### config.mk
export PLATFORM = sky130hd
export DESIGN_NAME = dmairq_ctrl
export DESIGN_NICKNAME = d
export VERILOG_FILES = /design/src/rtl/dmairq_pkg.sv /design/src/rtl/dmairq_evt_bank.sv /design/src/rtl/dmairq_chan_masks.sv /design/src/rtl/dmairq_prio_enc.sv /design/src/rtl/dmairq_ctrl.sv
export SDC_FILE = /design/constraint.sdc
export NUM_CORES = 1
export LEC_CHECK = 0
export CORE_MARGIN = 4
export CORE_UTILIZATION = 45
export DETAILED_ROUTE_END_ITERATION = 10
export GPL_TIMING_DRIVEN = 0
export PLACE_DENSITY = 0.85
export SYNTH_ARGS = -nofsm -noshare
export SYNTH_HDL_FRONTEND = slang
export SYNTH_HIERARCHICAL = 1
export SYNTH_SLANG_ARGS = --single-unit
### constraint.sdc
create_clock -name clk -period 2 [get_ports clk]
set_clock_uncertainty 0.1 [all_clocks]
set_input_delay 0.4 -clock clk [delete_from_list [all_inputs] [get_ports clk]]
set_output_delay 0.4 -clock clk [all_outputs]
set_load 0.005 [all_outputs]
### src/rtl/dmairq_pkg.sv
package dmairq_pkg;
  localparam int unsigned ADDR_W   = 12;
  localparam int unsigned DATA_W   = 32;

  localparam logic [ADDR_W-1:0] OFS_COMB    = 12'h000;
  localparam logic [ADDR_W-1:0] OFS_TC_MSK  = 12'h004;
  localparam logic [ADDR_W-1:0] OFS_TC_CLR  = 12'h008;
  localparam logic [ADDR_W-1:0] OFS_ER_MSK  = 12'h00C;
  localparam logic [ADDR_W-1:0] OFS_ER_CLR  = 12'h010;
  localparam logic [ADDR_W-1:0] OFS_TC_RAW  = 12'h014;
  localparam logic [ADDR_W-1:0] OFS_ER_RAW  = 12'h018;
  localparam logic [ADDR_W-1:0] OFS_ACTIVE  = 12'h01C;
  localparam logic [ADDR_W-1:0] OFS_GCFG    = 12'h030;

  localparam int unsigned CH_BASE     = 'h100;
  localparam int unsigned CH_STRIDE_B = 5;      // log2 of 0x20
  localparam int unsigned CH_CFG_OFS  = 'h10;
  localparam int unsigned ERR_MBIT    = 14;
  localparam int unsigned TC_MBIT     = 15;

  typedef enum logic [1:0] {
    GCFG_EN  = 2'd0,
    GCFG_M1  = 2'd1,
    GCFG_M2  = 2'd2
  } gcfg_bit_e;

  typedef struct packed {
    logic m2_big;
    logic m1_big;
    logic en;
  } gcfg_t;
endpackage

### src/rtl/dmairq_evt_bank.sv
module dmairq_evt_bank #(
  parameter int unsigned NCH = 8
) (
  input  logic           clk,
  input  logic           rst_n,
  input  logic [NCH-1:0] evt,
  input  logic           clr_we,
  input  logic [NCH-1:0] clr_bits,
  input  logic [NCH-1:0] mask,
  output logic [NCH-1:0] raw,
  output logic [NCH-1:0] masked
);
  logic [NCH-1:0] raw_q;
  logic [NCH-1:0] raw_d;
  logic           raw_ce;

  // events take priority over a simultaneous clear
  always_comb begin
    raw_d  = raw_q;
    raw_ce = 1'b0;
    if (clr_we) begin
      raw_d  = raw_d & ~clr_bits;
      raw_ce = 1'b1;
    end
    if (|evt) begin
      raw_d  = raw_d | evt;
      raw_ce = 1'b1;
    end
  end

  always_ff @(posedge clk or negedge rst_n) begin
    if (!rst_n)
      raw_q <= '0;
    else if (raw_ce)
      raw_q <= raw_d;
  end

  assign raw    = raw_q;
  assign masked = raw_q & mask;
endmodule

### src/rtl/dmairq_chan_masks.sv
module dmairq_chan_masks #(
  parameter int unsigned NCH    = 8,
  parameter int unsigned ADDR_W = 12,
  parameter int unsigned DATA_W = 32
) (
  input  logic              clk,
  input  logic              rst_n,
  input  logic              wr_en,
  input  logic [ADDR_W-1:0] addr,
  input  logic [DATA_W-1:0] wdata,
  output logic [NCH-1:0]    tc_mask,
  output logic [NCH-1:0]    err_mask,
  output logic              hit,
  output logic [DATA_W-1:0] rd_word
);
  import dmairq_pkg::*;

  localparam int unsigned CH_W   = (NCH > 1) ? $clog2(NCH) : 1;
  localparam int unsigned SPAN   = NCH << CH_STRIDE_B;
  localparam int unsigned STR    = 1 << CH_STRIDE_B;

  logic [ADDR_W-1:0] rel;
  logic              in_range;
  logic [CH_W-1:0]   sel;

  assign rel      = addr - ADDR_W'(CH_BASE);
  assign in_range = (addr >= ADDR_W'(CH_BASE)) && (int'(rel) < SPAN);
  assign hit      = in_range && (rel[CH_STRIDE_B-1:0] == CH_STRIDE_B'(CH_CFG_OFS));
  assign sel      = rel[CH_STRIDE_B +: CH_W];

  genvar g;
  generate
    for (g = 0; g < NCH; g++) begin : g_ch
      logic we_d;
      logic tc_q, er_q;
      assign we_d = wr_en && hit && (int'(sel) == g);
      always_ff @(posedge clk or negedge rst_n) begin
        if (!rst_n) begin
          tc_q <= 1'b0;
          er_q <= 1'b0;
        end else if (we_d) begin
          tc_q <= wdata[TC_MBIT];
          er_q <= wdata[ERR_MBIT];
        end
      end
      assign tc_mask[g]  = tc_q;
      assign err_mask[g] = er_q;
    end
  endgenerate

  always_comb begin
    rd_word = '0;
    rd_word[TC_MBIT]  = tc_mask[sel];
    rd_word[ERR_MBIT] = err_mask[sel];
  end

  logic unused_bits;
  assign unused_bits = ^{STR[0]};
endmodule

### src/rtl/dmairq_prio_enc.sv
module dmairq_prio_enc #(
  parameter int unsigned NCH = 8
) (
  input  logic [NCH-1:0]                            req,
  output logic                                      any,
  output logic [((NCH > 1) ? $clog2(NCH) : 1)-1:0]  idx
);
  localparam int unsigned IDX_W = (NCH > 1) ? $clog2(NCH) : 1;

  // scan from the top down so the lowest index is the last to win
  always_comb begin
    idx = '0;
    for (int i = NCH - 1; i >= 0; i--) begin
      if (req[i]) idx = IDX_W'(i);
    end
  end

  assign any = |req;
endmodule

### src/rtl/dmairq_ctrl.sv
module dmairq_ctrl #(
  parameter int unsigned NCH    = 8,
  parameter int unsigned ADDR_W = dmairq_pkg::ADDR_W,
  parameter int unsigned DATA_W = dmairq_pkg::DATA_W,
  localparam int unsigned CH_W  = (NCH > 1) ? $clog2(NCH) : 1
) (
  input  logic              clk,
  input  logic              rst_n,
  input  logic              wr_en,
  input  logic              rd_en,
  input  logic [ADDR_W-1:0] addr,
  input  logic [DATA_W-1:0] wdata,
  output logic [DATA_W-1:0] rdata,
  output logic              rdata_vld,
  input  logic [NCH-1:0]    tc_evt,
  input  logic [NCH-1:0]    err_evt,
  input  logic [NCH-1:0]    ch_active,
  output logic              irq,
  output logic [CH_W-1:0]   irq_ch,
  output logic              ctrl_en,
  output logic              m1_big_end,
  output logic              m2_big_end
);
  import dmairq_pkg::*;

  logic [NCH-1:0] tc_raw, tc_mskd, err_raw, err_mskd;
  logic [NCH-1:0] tc_msk, err_msk, comb_sts;
  logic           tc_clr_we, err_clr_we;
  logic           cfg_hit;
  logic [DATA_W-1:0] cfg_word;

  assign tc_clr_we  = wr_en && (addr == OFS_TC_CLR);
  assign err_clr_we = wr_en && (addr == OFS_ER_CLR);

  dmairq_evt_bank #(.NCH(NCH)) u_tc_bank (
    .clk(clk), .rst_n(rst_n), .evt(tc_evt),
    .clr_we(tc_clr_we), .clr_bits(wdata[NCH-1:0]),
    .mask(tc_msk), .raw(tc_raw), .masked(tc_mskd)
  );

  dmairq_evt_bank #(.NCH(NCH)) u_err_bank (
    .clk(clk), .rst_n(rst_n), .evt(err_evt),
    .clr_we(err_clr_we), .clr_bits(wdata[NCH-1:0]),
    .mask(err_msk), .raw(err_raw), .masked(err_mskd)
  );

  dmairq_chan_masks #(.NCH(NCH), .ADDR_W(ADDR_W), .DATA_W(DATA_W)) u_masks (
    .clk(clk), .rst_n(rst_n), .wr_en(wr_en), .addr(addr), .wdata(wdata),
    .tc_mask(tc_msk), .err_mask(err_msk), .hit(cfg_hit), .rd_word(cfg_word)
  );

  assign comb_sts = tc_mskd | err_mskd;

  dmairq_prio_enc #(.NCH(NCH)) u_prio (
    .req(comb_sts), .any(irq), .idx(irq_ch)
  );

  // global configuration
  gcfg_t gcfg_q, gcfg_d;
  logic  gcfg_ce;

  always_comb begin
    gcfg_ce = wr_en && (addr == OFS_GCFG);
    gcfg_d  = gcfg_q;
    if (gcfg_ce) begin
      gcfg_d.en     = wdata[GCFG_EN];
      gcfg_d.m1_big = wdata[GCFG_M1];
      gcfg_d.m2_big = wdata[GCFG_M2];
    end
  end

  always_ff @(posedge clk or negedge rst_n) begin
    if (!rst_n)
      gcfg_q <= '0;
    else if (gcfg_ce)
      gcfg_q <= gcfg_d;
  end

  assign ctrl_en    = gcfg_q.en;
  assign m1_big_end = gcfg_q.m1_big;
  assign m2_big_end = gcfg_q.m2_big;

  // read path
  logic [DATA_W-1:0] rd_mux, rdata_q;
  logic              vld_q;

  always_comb begin
    rd_mux = '0;
    if (cfg_hit) begin
      rd_mux = cfg_word;
    end else begin
      case (addr)
        OFS_COMB:   rd_mux[NCH-1:0] = comb_sts;
        OFS_TC_MSK: rd_mux[NCH-1:0] = tc_mskd;
        OFS_ER_MSK: rd_mux[NCH-1:0] = err_mskd;
        OFS_TC_RAW: rd_mux[NCH-1:0] = tc_raw;
        OFS_ER_RAW: rd_mux[NCH-1:0] = err_raw;
        OFS_ACTIVE: rd_mux[NCH-1:0] = ch_active;
        OFS_GCFG:   rd_mux[2:0]     = gcfg_q;
        default:    rd_mux = '0;
      endcase
    end
  end

  always_ff @(posedge clk or negedge rst_n) begin
    if (!rst_n)
      rdata_q <= '0;
    else if (rd_en)
      rdata_q <= rd_mux;
  end

  always_ff @(posedge clk or negedge rst_n) begin
    if (!rst_n)
      vld_q <= 1'b0;
    else
      vld_q <= rd_en;
  end

  assign rdata     = rdata_q;
  assign rdata_vld = vld_q;
endmodule

==> impl_results.md, run 1 <==
- DR pass1 iterations: 4
- Max Root-Sink Buffers: 2
- Crit path buf inv count: 1
- Reg2reg path depth: 6
- Post-DP Area: 5328 um^2
- Post-route ant nets: 0
- Post-Place Setup Slack: -0.9936 ns
- Slew margin rel.: 42.36%
- Final-stage net count: 650
- Area grow syn2layout: 36.15%
- Antenna diodes: 0
- Area contributors post-synth: dfrtp_1 (41%), buf_4 (8.4%), mux2_2 (6.4%), o21ai_0 (4.2%), nand3_1 (3.9%)
- Buffers on Ports: 89
- Finished Cell Area: 5712 um^2
- Hpwl dp: 8.474 mm
- Post-cts hold buffer count: 0
- Seq cells post-synth: 68
- Layout cells sized above 1: 29.26%
- Initial antenna violation count: 0
- Gate Count Post-Synth: 440
- Worst setup margin: -0.3220 ns
- Vias in the first global route: 3720
- Skew-Pair Late Insertion Delay: 0.35 ns
- Core Rows: 34
- Wire length per cell: 16.51 um
- Worst Path Arrival: 1.82 ns
- Final GP Congestion: 0.9346
- Die H: 104.6 um
- CORE AREA: 8891 um^2
- VDD IR max: 0.0003171 V
- Mean post-synth cell area: 9.535 um^2
- Routed Wire Length: 11.38 mm
- Worst flop-to-flop path endpoint: rdata[14]
- Largest net degree at the start of global routing: 69
- CP top delay family: simple AND/OR/NAND/NOR gates
- Top sig layer: met4
- Largest area contributor in the netlist: dfrtp_1
- Maximum fanout along the worst path: 3
- Worst-path clk slew: 0.07 ns
- F_max: 430.7 MHz
- Die area: 10930 um^2
- # setup viols final: 4
- Delay of the slowest critical-path stage: 0.42 ns
- Startpoint Class: flip-flop
- Pleak: 2.464 nW
- Library cells used by synthesis: 56
- Worst Setup SP: u_masks/g_ch[6].tc_q
- WL met2: 5.684 mm
- Ys Warns: 6
- Failing checks: negative setup slack
- EDFF count, synth: 0
- WL met1: 4.793 mm
- CP max stage cell: dfrtp_1
- HP Class: input port to async pin
- Critical Path Sink: irq_ch[2]
- Req. time, crit path: 1.50 ns
- Drt drc: 0
- Status: complete, but fails checks
- CTS Root Cell: clkbuf_8
- Flop-to-flop setup slack: 0.24 ns
- FFs w/ async S/R, synth: 100.0%
- Mapped Area: 4195 um^2
- CTS tree: built
- Register area share after synthesis: 40.56%
- Clock sink count: 68
- Reg2reg start: u_masks/g_ch[4].er_q
- CTS buffer count: 9
- CP Class: flip-flop to output port
- Initial core utilization: 47.19%
- H-tree level count: 3
- First-pass GRT wire length: 18.53 mm
- Number of I/O pins: 112
- Crit share post-route: 116.1%
- Met3 wire len: 688 um
- Global Route Usage Sum: 20.90%
- Die extent in x: 104.6 um
- Max-slew violations: 0
- WP depth: 5
- Grt total ovfl: 0
- Vias: 3649
- Primary FF master, synth: dfrtp_1
- Worst slew pin tran: 0.8645 ns
- RSZ-0062 raised after global routing: yes
- Starting DRT DRC Count: 261
- Final Util: 64.24%
- DR vias/cell: 5.296
- Worst setup EP type: output port
- Share of the synthesized area in the top cell type: 40.56%
- CP Cell Sequence: and2_4, or2_4, nor4_4, and3b_1, buf_2
- Fin crit period: 2.322 ns
- Power density cells: 516.6 nW/um^2
- Final Hold Viols: 0
- # Max-Cap Violations: 0
## through the flow
stage / hold slack [ns] / total power [mW] / setup TNS [ns] / cells
after floorplan: 0.004409 / 1.603 / 0 / 469
after detailed placement: 0.3885 / 1.827 / -27.96 / 666
final: 0.06197 / 2.951 / -1.091 / 689
after global routing: 0.1415 / 3.060 / -1.367 / 689
after global placement: 0.3796 / 1.821 / -144.15 / 666
after CTS: 0.1016 / 2.949 / -1.140 / 688
## placed cells by master, fill, tap and decap left out, drive strengths merged, types with 6 or more instances in the layout
master	synthesis	final
conb	1	30
inv	30	30
dlygate4sd2	0	8
or2	6	6
a21oi	15	15
a21o	16	16
nor4	8	8
mux2	27	27
o21ai	35	35
nand3	34	34
and2	16	16
clkbuf	11	25
nand2	36	36
dfrtp	68	68
buf	58	74
nor2	16	16
clkdlybuf4s50	0	71
## per-layer routing
metal	vias to the layer above	GRT usage [%]
li1	1748	-
met1	1763	25.79
met2	116	36.76
met3	22	4.809
met4	0	5.698
met5	-	0
## worst min path at each step
stage | start | end | slack [ns]
floorplan | rst_n | ctrl_en | 0.004
CTS | rst_n | rdata[24] | 0.10
finish | rst_n | rdata[31] | 0.06
detailed placement | u_tc_bank/raw[6] | u_tc_bank/raw[6] | 0.39
global route | rst_n | rdata[24] | 0.14
global placement | u_err_bank/raw[2] | u_err_bank/raw[2] | 0.38
## cells in the mapped netlist (3+ instances only)
library cell	instances
a21oi_1	15
nor4b_1	4
mux2_4	3
nor2_1	15
nor4_4	4
nor3_1	3
buf_2	6
nor4bb_1	3
a221oi_1	3
a22oi_1	3
dfrtp_1	68
nand4_1	4
o21ai_0	35
buf_4	47
nand3b_1	3
and2_1	16
nand2_1	35
buf_6	3
mux4_2	4
nor2b_1	3
inv_1	30
nand3_1	33
a21o_1	16
or2_2	6
clkbuf_1	11
mux2_2	24
## state kept, by name, summed over array words and instances (netlist names)
name	cells
u_masks/g_ch.er_q	8
m2_big_end	1
m1_big_end	1
rdata_vld	1
rdata	32
ctrl_en	1
u_masks/g_ch.tc_q	8
u_tc_bank/raw	8
u_err_bank/raw	8
## timing repair
item                                    4_1_cts  5_1_grt
gates resized for setup                      70       26
setup buffers                                16        2
pin swaps                                    17        8
endpoints found under the setup margin       47       11
## report_power, final
group	switching [mW]	internal [mW]
clock	0.510	0.629
combinational	0.207	0.207
sequential	0.00864	1.39
total	0.726	2.23
## cell families (layout without fill, tap and decap cells)
kind of cell,after synthesis,count (layout),share of synthesized area (%)
multiplexers,33,33,10.14
buffers and inverters,99,211,13.78
flip-flops,68,68,40.56
other,1,30,0.08939
XOR/XNOR,2,2,0.4176
AND/OR/NAND/NOR,148,148,21.83
AO/OA/AOI/OAI,89,89,13.18
## area by class of cell
cell class | count | area [um^2]
buffer | 60 | 414.1
clock buffer | 12 | 155.1
clock inverter | 2 | 35.03
fill | 704 | 3179
inverter | 30 | 112.6
multi-input combinational | 302 | 2185
sequential | 68 | 1702
tap | 108 | 135.1
timing repair buffer | 107 | 973.4
No activity file was read; power rests on OpenSTA's default activity.
==> inputs of run 2 (changes only) <==
--- a/config.mk
+++ b/config.mk
@@ -8,6 +8,7 @@
 export CORE_MARGIN = 4
 export CORE_UTILIZATION = 45
 export DETAILED_ROUTE_END_ITERATION = 10
+export GPL_ROUTABILITY_DRIVEN = 1
 export GPL_TIMING_DRIVEN = 0
 export PLACE_DENSITY = 0.85
 export SYNTH_ARGS = -nofsm -noshare
==> results of run 2 <==
The final DEF is identical to that of run 1; final timing and power are the same.
